==> config.mk <==
export PLATFORM = sky130hd
export DESIGN_NAME = edge_capture_timer
export DESIGN_NICKNAME = d
export VERILOG_FILES = /design/src/rtl/ectmr_pkg.sv /design/src/rtl/ectmr_prescaler.sv /design/src/rtl/ectmr_counter.sv /design/src/rtl/ectmr_capture.sv /design/src/rtl/edge_capture_timer.sv
export SDC_FILE = /design/constraint.sdc
export NUM_CORES = 1
export LEC_CHECK = 0
export BUFFER_PORTS_ARGS = -buffer_cell sky130_fd_sc_hd__buf_2
export CORE_MARGIN = 4
export CORE_UTILIZATION = 55
export CTS_CLUSTER_SIZE = 25
export DETAILED_ROUTE_END_ITERATION = 8
export PLACE_DENSITY = 0.79
export SLEW_MARGIN = 40
export SYNTH_ARGS = -nofsm -noshare
export SYNTH_HDL_FRONTEND = slang
export SYNTH_SLANG_ARGS = --single-unit
export TNS_END_PERCENT = 50
==> constraint.sdc <==
create_clock -name clk -period 7.7 [get_ports clk]
set_input_delay 0.77 -clock clk [delete_from_list [all_inputs] [get_ports clk]]
set_output_delay 0.77 -clock clk [all_outputs]
set_load 0.01 [all_outputs]
==> src/rtl/ectmr_pkg.sv <==
`timescale 1ns/1ps
package ectmr_pkg;
  localparam int REG_W     = 32;
  localparam int MAX_SHIFT = 8;
  localparam int DIV_W     = MAX_SHIFT;

  localparam logic [7:0] OFS_CTRL  = 8'h80;
  localparam logic [7:0] OFS_STAT  = 8'h84;
  localparam logic [7:0] OFS_CMP   = 8'h88;
  localparam logic [7:0] OFS_CNT   = 8'h8C;
  localparam logic [7:0] OFS_CAPR  = 8'h90;
  localparam logic [7:0] OFS_CAPF  = 8'h94;

  // control word, MSB first: bit10 down to bit0
  typedef struct packed {
    logic       ie_rise;
    logic       ie_fall;
    logic       ie_match;
    logic [1:0] cap_mode;
    logic       enable;
    logic       one_shot;
    logic [3:0] psc;
  } ctrl_t;

  localparam int CTRL_W = $bits(ctrl_t);
  localparam int STAT_W = 3;

  // prescaler shift, clamped to the largest supported division
  function automatic int unsigned psc_shift(input logic [3:0] code);
    return (int'(code) > MAX_SHIFT) ? MAX_SHIFT : int'(code);
  endfunction

  // low-bit mask whose all-ones pattern marks the last cycle of a period
  function automatic logic [DIV_W-1:0] psc_mask(input logic [3:0] code);
    int unsigned s;
    s = psc_shift(code);
    return DIV_W'((1 << s) - 1);
  endfunction

  // auto-reload / single-shot next value on a tick
  function automatic logic [15:0] next_count(input logic [15:0] cur,
                                             input logic [15:0] cmp);
    return (cur == cmp) ? 16'd0 : cur + 16'd1;
  endfunction
endpackage

==> src/rtl/ectmr_prescaler.sv <==
`timescale 1ns/1ps
module ectmr_prescaler
  import ectmr_pkg::*;
(
  input  logic       clk,
  input  logic       rst_n,
  input  logic       run,
  input  logic       phase_clr,
  input  logic [3:0] code,
  output logic       tick
);
  logic [DIV_W-1:0] div_q;
  logic [DIV_W-1:0] mask;

  assign mask = psc_mask(code);
  assign tick = run && ((div_q & mask) == mask);

  always_ff @(posedge clk) begin
    if (!rst_n)         div_q <= '0;
    else if (phase_clr) div_q <= '0;
    else if (run)       div_q <= div_q + 1'b1;
  end
endmodule

==> src/rtl/ectmr_counter.sv <==
`timescale 1ns/1ps
module ectmr_counter
  import ectmr_pkg::*;
#(
  parameter int CNT_W = 16
) (
  input  logic             clk,
  input  logic             rst_n,
  input  logic             tick,
  input  logic [CNT_W-1:0] cmp,
  output logic [CNT_W-1:0] count,
  output logic             match_evt
);
  assign match_evt = tick && (count == cmp);

  generate
    if (CNT_W == 16) begin : g_fn
      always_ff @(posedge clk) begin
        if (!rst_n)    count <= '0;
        else if (tick) count <= next_count(count, cmp);
      end
    end else begin : g_gen
      always_ff @(posedge clk) begin
        if (!rst_n)         count <= '0;
        else if (match_evt) count <= '0;
        else if (tick)      count <= count + 1'b1;
      end
    end
  endgenerate
endmodule

==> src/rtl/ectmr_capture.sv <==
`timescale 1ns/1ps
module ectmr_capture #(
  parameter int CNT_W = 16,
  parameter int SYNC_STAGES = 2
) (
  input  logic             clk,
  input  logic             rst_n,
  input  logic             cap_in,
  input  logic [1:0]       mode,
  input  logic [CNT_W-1:0] count,
  output logic             rise_evt,
  output logic             fall_evt,
  output logic [CNT_W-1:0] cap_rise,
  output logic [CNT_W-1:0] cap_fall
);
  logic [SYNC_STAGES-1:0] sync_q;
  logic                   last_q;
  logic                   pin_s;

  assign pin_s = sync_q[SYNC_STAGES-1];

  always_ff @(posedge clk) begin
    if (!rst_n) begin
      sync_q <= '0;
      last_q <= 1'b0;
    end else begin
      sync_q <= {sync_q[SYNC_STAGES-2:0], cap_in};
      last_q <= pin_s;
    end
  end

  assign rise_evt = mode[0] &&  pin_s && !last_q;
  assign fall_evt = mode[1] && !pin_s &&  last_q;

  always_ff @(posedge clk) begin
    if (!rst_n) begin
      cap_rise <= '0;
      cap_fall <= '0;
    end else begin
      if (rise_evt) cap_rise <= count;
      if (fall_evt) cap_fall <= count;
    end
  end
endmodule

==> src/rtl/edge_capture_timer.sv <==
`timescale 1ns/1ps
module edge_capture_timer
  import ectmr_pkg::*;
#(
  parameter int CNT_W  = 16,
  parameter int ADDR_W = 8
) (
  input  logic              clk,
  input  logic              rst_n,
  input  logic              bus_sel,
  input  logic              bus_wr,
  input  logic [ADDR_W-1:0] bus_addr,
  input  logic [REG_W-1:0]  bus_wdata,
  output logic [REG_W-1:0]  bus_rdata,
  input  logic              cap_in,
  output logic              irq
);
  localparam int CNT_PAD  = REG_W - CNT_W;
  localparam int CTRL_PAD = REG_W - CTRL_W;
  localparam int STAT_PAD = REG_W - STAT_W;

  ctrl_t              ctrl_q;
  logic [STAT_W-1:0]  status_q;
  logic [CNT_W-1:0]   cmp_q;
  logic [CNT_W-1:0]   count;
  logic [CNT_W-1:0]   cap_rise;
  logic [CNT_W-1:0]   cap_fall;

  logic               wr_hit;
  logic               ctrl_wr;
  logic               stat_wr;
  logic               cmp_wr;
  logic               phase_clr;
  logic               tick;
  logic               run;
  logic               match_evt;
  logic               rise_evt;
  logic               fall_evt;
  logic               ctrl_oneshot;
  logic [STAT_W-1:0]  stat_clr;
  logic [STAT_W-1:0]  stat_set;
  logic [STAT_W-1:0]  ie_vec;

  assign wr_hit    = bus_sel && bus_wr;
  assign ctrl_wr   = wr_hit && (bus_addr == ADDR_W'(OFS_CTRL));
  assign stat_wr   = wr_hit && (bus_addr == ADDR_W'(OFS_STAT));
  assign cmp_wr    = wr_hit && (bus_addr == ADDR_W'(OFS_CMP));
  assign phase_clr = ctrl_wr && !bus_wdata[5];

  assign run          = ctrl_q.enable;
  assign ctrl_oneshot = ctrl_q.one_shot;
  assign stat_clr     = stat_wr ? bus_wdata[STAT_W-1:0] : '0;
  assign stat_set     = {rise_evt, fall_evt, match_evt};
  assign ie_vec       = {ctrl_q.ie_rise, ctrl_q.ie_fall, ctrl_q.ie_match};

  ectmr_prescaler u_psc (
    .clk       (clk),
    .rst_n     (rst_n),
    .run       (run),
    .phase_clr (phase_clr),
    .code      (ctrl_q.psc),
    .tick      (tick)
  );

  ectmr_counter #(.CNT_W(CNT_W)) u_cnt (
    .clk       (clk),
    .rst_n     (rst_n),
    .tick      (tick),
    .cmp       (cmp_q),
    .count     (count),
    .match_evt (match_evt)
  );

  ectmr_capture #(.CNT_W(CNT_W), .SYNC_STAGES(2)) u_cap (
    .clk      (clk),
    .rst_n    (rst_n),
    .cap_in   (cap_in),
    .mode     (ctrl_q.cap_mode),
    .count    (count),
    .rise_evt (rise_evt),
    .fall_evt (fall_evt),
    .cap_rise (cap_rise),
    .cap_fall (cap_fall)
  );

  // control: software write wins over the single-shot self-clear
  always_ff @(posedge clk) begin
    if (!rst_n)                        ctrl_q <= '0;
    else if (ctrl_wr)                  ctrl_q <= ctrl_t'(bus_wdata[CTRL_W-1:0]);
    else if (match_evt && ctrl_oneshot) ctrl_q.enable <= 1'b0;
  end

  // sticky flags, a new event beats a same-cycle clear
  always_ff @(posedge clk) begin
    if (!rst_n) status_q <= '0;
    else        status_q <= (status_q & ~stat_clr) | stat_set;
  end

  always_ff @(posedge clk) begin
    if (!rst_n)      cmp_q <= '1;
    else if (cmp_wr) cmp_q <= bus_wdata[CNT_W-1:0];
  end

  always_comb begin
    case (bus_addr)
      ADDR_W'(OFS_CTRL): bus_rdata = {{CTRL_PAD{1'b0}}, ctrl_q};
      ADDR_W'(OFS_STAT): bus_rdata = {{STAT_PAD{1'b0}}, status_q};
      ADDR_W'(OFS_CMP):  bus_rdata = {{CNT_PAD{1'b0}}, cmp_q};
      ADDR_W'(OFS_CNT):  bus_rdata = {{CNT_PAD{1'b0}}, count};
      ADDR_W'(OFS_CAPR): bus_rdata = {{CNT_PAD{1'b0}}, cap_rise};
      ADDR_W'(OFS_CAPF): bus_rdata = {{CNT_PAD{1'b0}}, cap_fall};
      default:           bus_rdata = '0;
    endcase
  end

  assign irq = |(status_q & ie_vec);
endmodule

==> qor.yml <==
power_and_ir_drop:
  seqPwrFrac: 0.584
  combPwrFrac: 0.036
  p_sw_frac: 0.2317
  intPower_w: 0.0006070
  switchingPower_w: 0.0001831
  power.share.clock: 0.380
  power_density_mw_per_mm2: 162.2
  p_leak_nw: 1.833
  ir_drop_v: 0.0001247
drt:
  routed_wl_um: 11690
  avgRoutedWirePerCell_um: 17.53
  drtAntennaViolNets: 0
  drtPass1Iterations: 6
  route.detailed.drc: 0
  vias_per_cell: 6.015
  vias: 4012
  drt-initial-drc-count: 290
yosys:
  synth_cell_types: 47
  syn-cell-area_mm2: 0.004472
  ys_ff_latch: 89
  synthTopCellsByArea: "dfxtp_1, nand2_1, a21boi_0"
  ys_seq_area_frac: 0.3984
  syn_avg_cell_area_um2: 8.312
  synthCells: 538
  synth_top_area_cell: "dfxtp_1"
  yosysTopAreaCellShare: 0.3984
  ys_async_sr_fraction: 0
  synth_ff_type: "dfxtp_1"
  synth_warnings: 0
  synth-edff-count: 0
grt:
  met2_usage: 0.3911
  grt_pass1_wl_um: 18990
  grt_pass1_vias: 3775
  gr-usage-met3: 0.05857
  grt-busiest-layer: "met2"
  grt_remaining_overflow: 0
  gr-usage-met1: 0.3285
  grt_max_degree: 67
  grt_use_total: 0.2440
  antenna_found_initial: 0
place:
  place_congestion: 0.8791
  io_buffers: 45
  post-dp-hpwl_um: 7620
  place_area_mm2: 0.004661
cts:
  tritoncts.num_buffers: 9
  tritoncts: "done"
  insertion_delay_ns: 0.36
  postCtsResizedCells: 0
  cts_max_level: 3
  cts-root-buf: "clkbuf_8"
  postCtsHoldBufs: 0
  cts_sinks: 89
  clk_pin_slew_ns: 0.09
  post_cts_buffers: 0
  clock_tree.buffer_depth: 2
finish:
  diodes: 0
  syn2layout_area_growth_pct: 8.926
  fin_nets: 608
  mostFrequentLayoutCells: "nand2_1, dfxtp_1, buf_2"
  drive_gt1_frac: 0.1416
  final_area_mm2: 0.004871
  final_common_cell: "nand2_1"
sta:
  worstMarginPinSlew_ns: 0.8743
  fin_crit_sh: 0.4263
  finalClockSkew_ns: 0.01073
  hold_viol: 0
  slew_headroom: 0.4155
  rsz0062_at_grt: "false"
  maxClockFrequency_mhz: 304.7
  fin_crit_ns: 3.282
  finalSetupViolations: 0
  slew_viol_final: 0
  fin_setup_tns_ns: 0
die:
  start_util: 0.5728
  rows: 32
  dieHeight_um: 98.17
  core_mm2: 0.007807
  ios: 78
  die_area_mm2: 0.009637
  die_x_um: 98.17
worst_setup_path:
  crit_required_ns: 7.96
  crit_buf_inv: 0
  endpoint_kind: "register"
  critPathKind: "reg -> reg"
  rrSetupSlack_ns: 4.42
  critPathLaunchType: "register"
  path_cells: "or4_4 -> ha_1 -> nor2b_1 -> o21ai_0 -> nand2_1 -> o31ai_4 -> o21ba_2"
  rr_startpoint: "ctrl_q[1]"
  cp_slowest_cell: "o31ai_4"
  critPathMaxFanout: 25
  reg2regPathDepth: 7
  r2r_end: "u_cnt.count[13]"
  crit_family: "simple AND/OR/NAND/NOR gates"
  worst_ep_arrival_time_ns: 3.54
  max_stage_delay_ns: 0.81
min_path:
  holdPathEnd: "u_cap.sync_q[1]"
  hold_start: "u_cap.sync_q[0]"
  min_path_cells: 1
  hp-class: "reg -> reg"
job:
  drv_cap: 0
outcome:
  status: "completed"
worst max-delay path by stage:
stage / startpoint / to / slack, ns / depth (start not counted)
5_1_grt: ctrl_q[1] / u_cnt.count[13] / 4.29 / 7
6_report: ctrl_q[1] / u_cnt.count[13] / 4.42 / 7
3_5_place_dp: bus_addr[4] / u_psc.div_q[5] / 4.31 / 6
2_1_floorplan: bus_addr[4] / bus_rdata[0] / 4.28 / 6
3_3_place_gp: ctrl_q[1] / u_cnt.count[13] / 4.24 / 7
4_1_cts: ctrl_q[1] / u_cnt.count[13] / 4.47 / 7
sequential cells by signal (all words and copies together), names as in the netlist:
name            cells
cmp_q              16
u_cap.cap_rise     16
run                 1
u_psc.div_q         8
u_cap.last_q        1
u_cap.cap_fall     16
status_q            3
u_cnt.count        16
ctrl_q              9
u_cap.sync_q        2
ctrl_oneshot        1
stage by stage:
| stage | std cells | utilization | setup slack (ns) | hold slack (ns) | power, W |
|---|---|---|---|---|---|
| 2_1_floorplan | 553 | - | 4.279 | 0.4119 | 0.0004937 |
| 3_3_place_gp | 650 | 0.5955 | 4.238 | 0.4183 | 0.0004993 |
| 3_5_place_dp | 650 | 0.5970 | 4.307 | 0.4200 | 0.0005002 |
| 4_1_cts | 666 | 0.6204 | 4.472 | 0.4506 | 0.0007938 |
| 5_1_grt | 667 | 0.6239 | 4.291 | 0.4673 | 0.0008180 |
| 6_report | 667 | 0.6239 | 4.418 | 0.4444 | 0.0007901 |
area by class of cell:
type	instances	area [um^2]
Clock buffer	12	155.1
Clock inverter	4	27.53
Fill cell	673	2937
Inverter	6	22.52
Multi-Input combinational cell	402	2456
Sequential cell	89	1782
Tap cell	102	127.6
Timing Repair Buffer	52	300.3
routing by layer:
layer,wire length (um),up-vias
met5,0,-
met4,150,0
met3,1192,16
met2,5549,190
met1,4801,1893
li1,-,1913
power by group through the flow:
stage	registers [W]	clock network [W]	logic (W)
3_5_place_dp	0.000472	0	0.0000283
5_1_grt	0.000461	0.000325	0.0000314
4_1_cts	0.000461	0.000304	0.0000283
2_1_floorplan	0.000472	0	0.0000219
3_3_place_gp	0.000472	0	0.0000274
6_report	0.000461	0.000300	0.0000288
cell usage after synthesis (2+ instances only):
cell / instances
a21boi_0: 34
a21oi_1: 18
a221o_1: 5
a222oi_1: 9
a22o_1: 5
a22oi_1: 17
and2_1: 4
and3_1: 2
and3b_1: 2
buf_2: 4
buf_4: 16
clkbuf_1: 35
dfxtp_1: 89
ha_1: 3
inv_1: 6
mux2i_1: 11
nand2_1: 120
nand3_1: 27
nand3b_1: 3
nand4_1: 7
nor2_1: 17
nor2b_1: 13
nor3_1: 4
nor4_1: 6
nor4b_1: 4
o21ai_0: 5
o31ai_1: 12
or2_2: 2
or3_1: 5
or3b_2: 3
or4_1: 12
xnor2_1: 4
xor2_1: 20
cells by family after synthesis:
group | share of synthesized area
adders and majority gates | 0.008395
and+or+nand+nor | 0.2552
DFF | 0.3984
buffers and inverters | 0.06827
xor gates and xnor gates | 0.04701
AOI/OAI and AO/OA | 0.1973
muxes | 0.02462
other | 0.0008386
worst register-to-register path: cells and delay by family (launching register included):
kind | cells | cell delay, ns
AND/OR/NAND/NOR | 3 | 1.28
AO/OA/AOI/OAI | 3 | 1.21
adder cells (fa/ha/maj) | 1 | 0.26
flip-flops | 1 | 0.43
(Power assumes the default switching activity.)
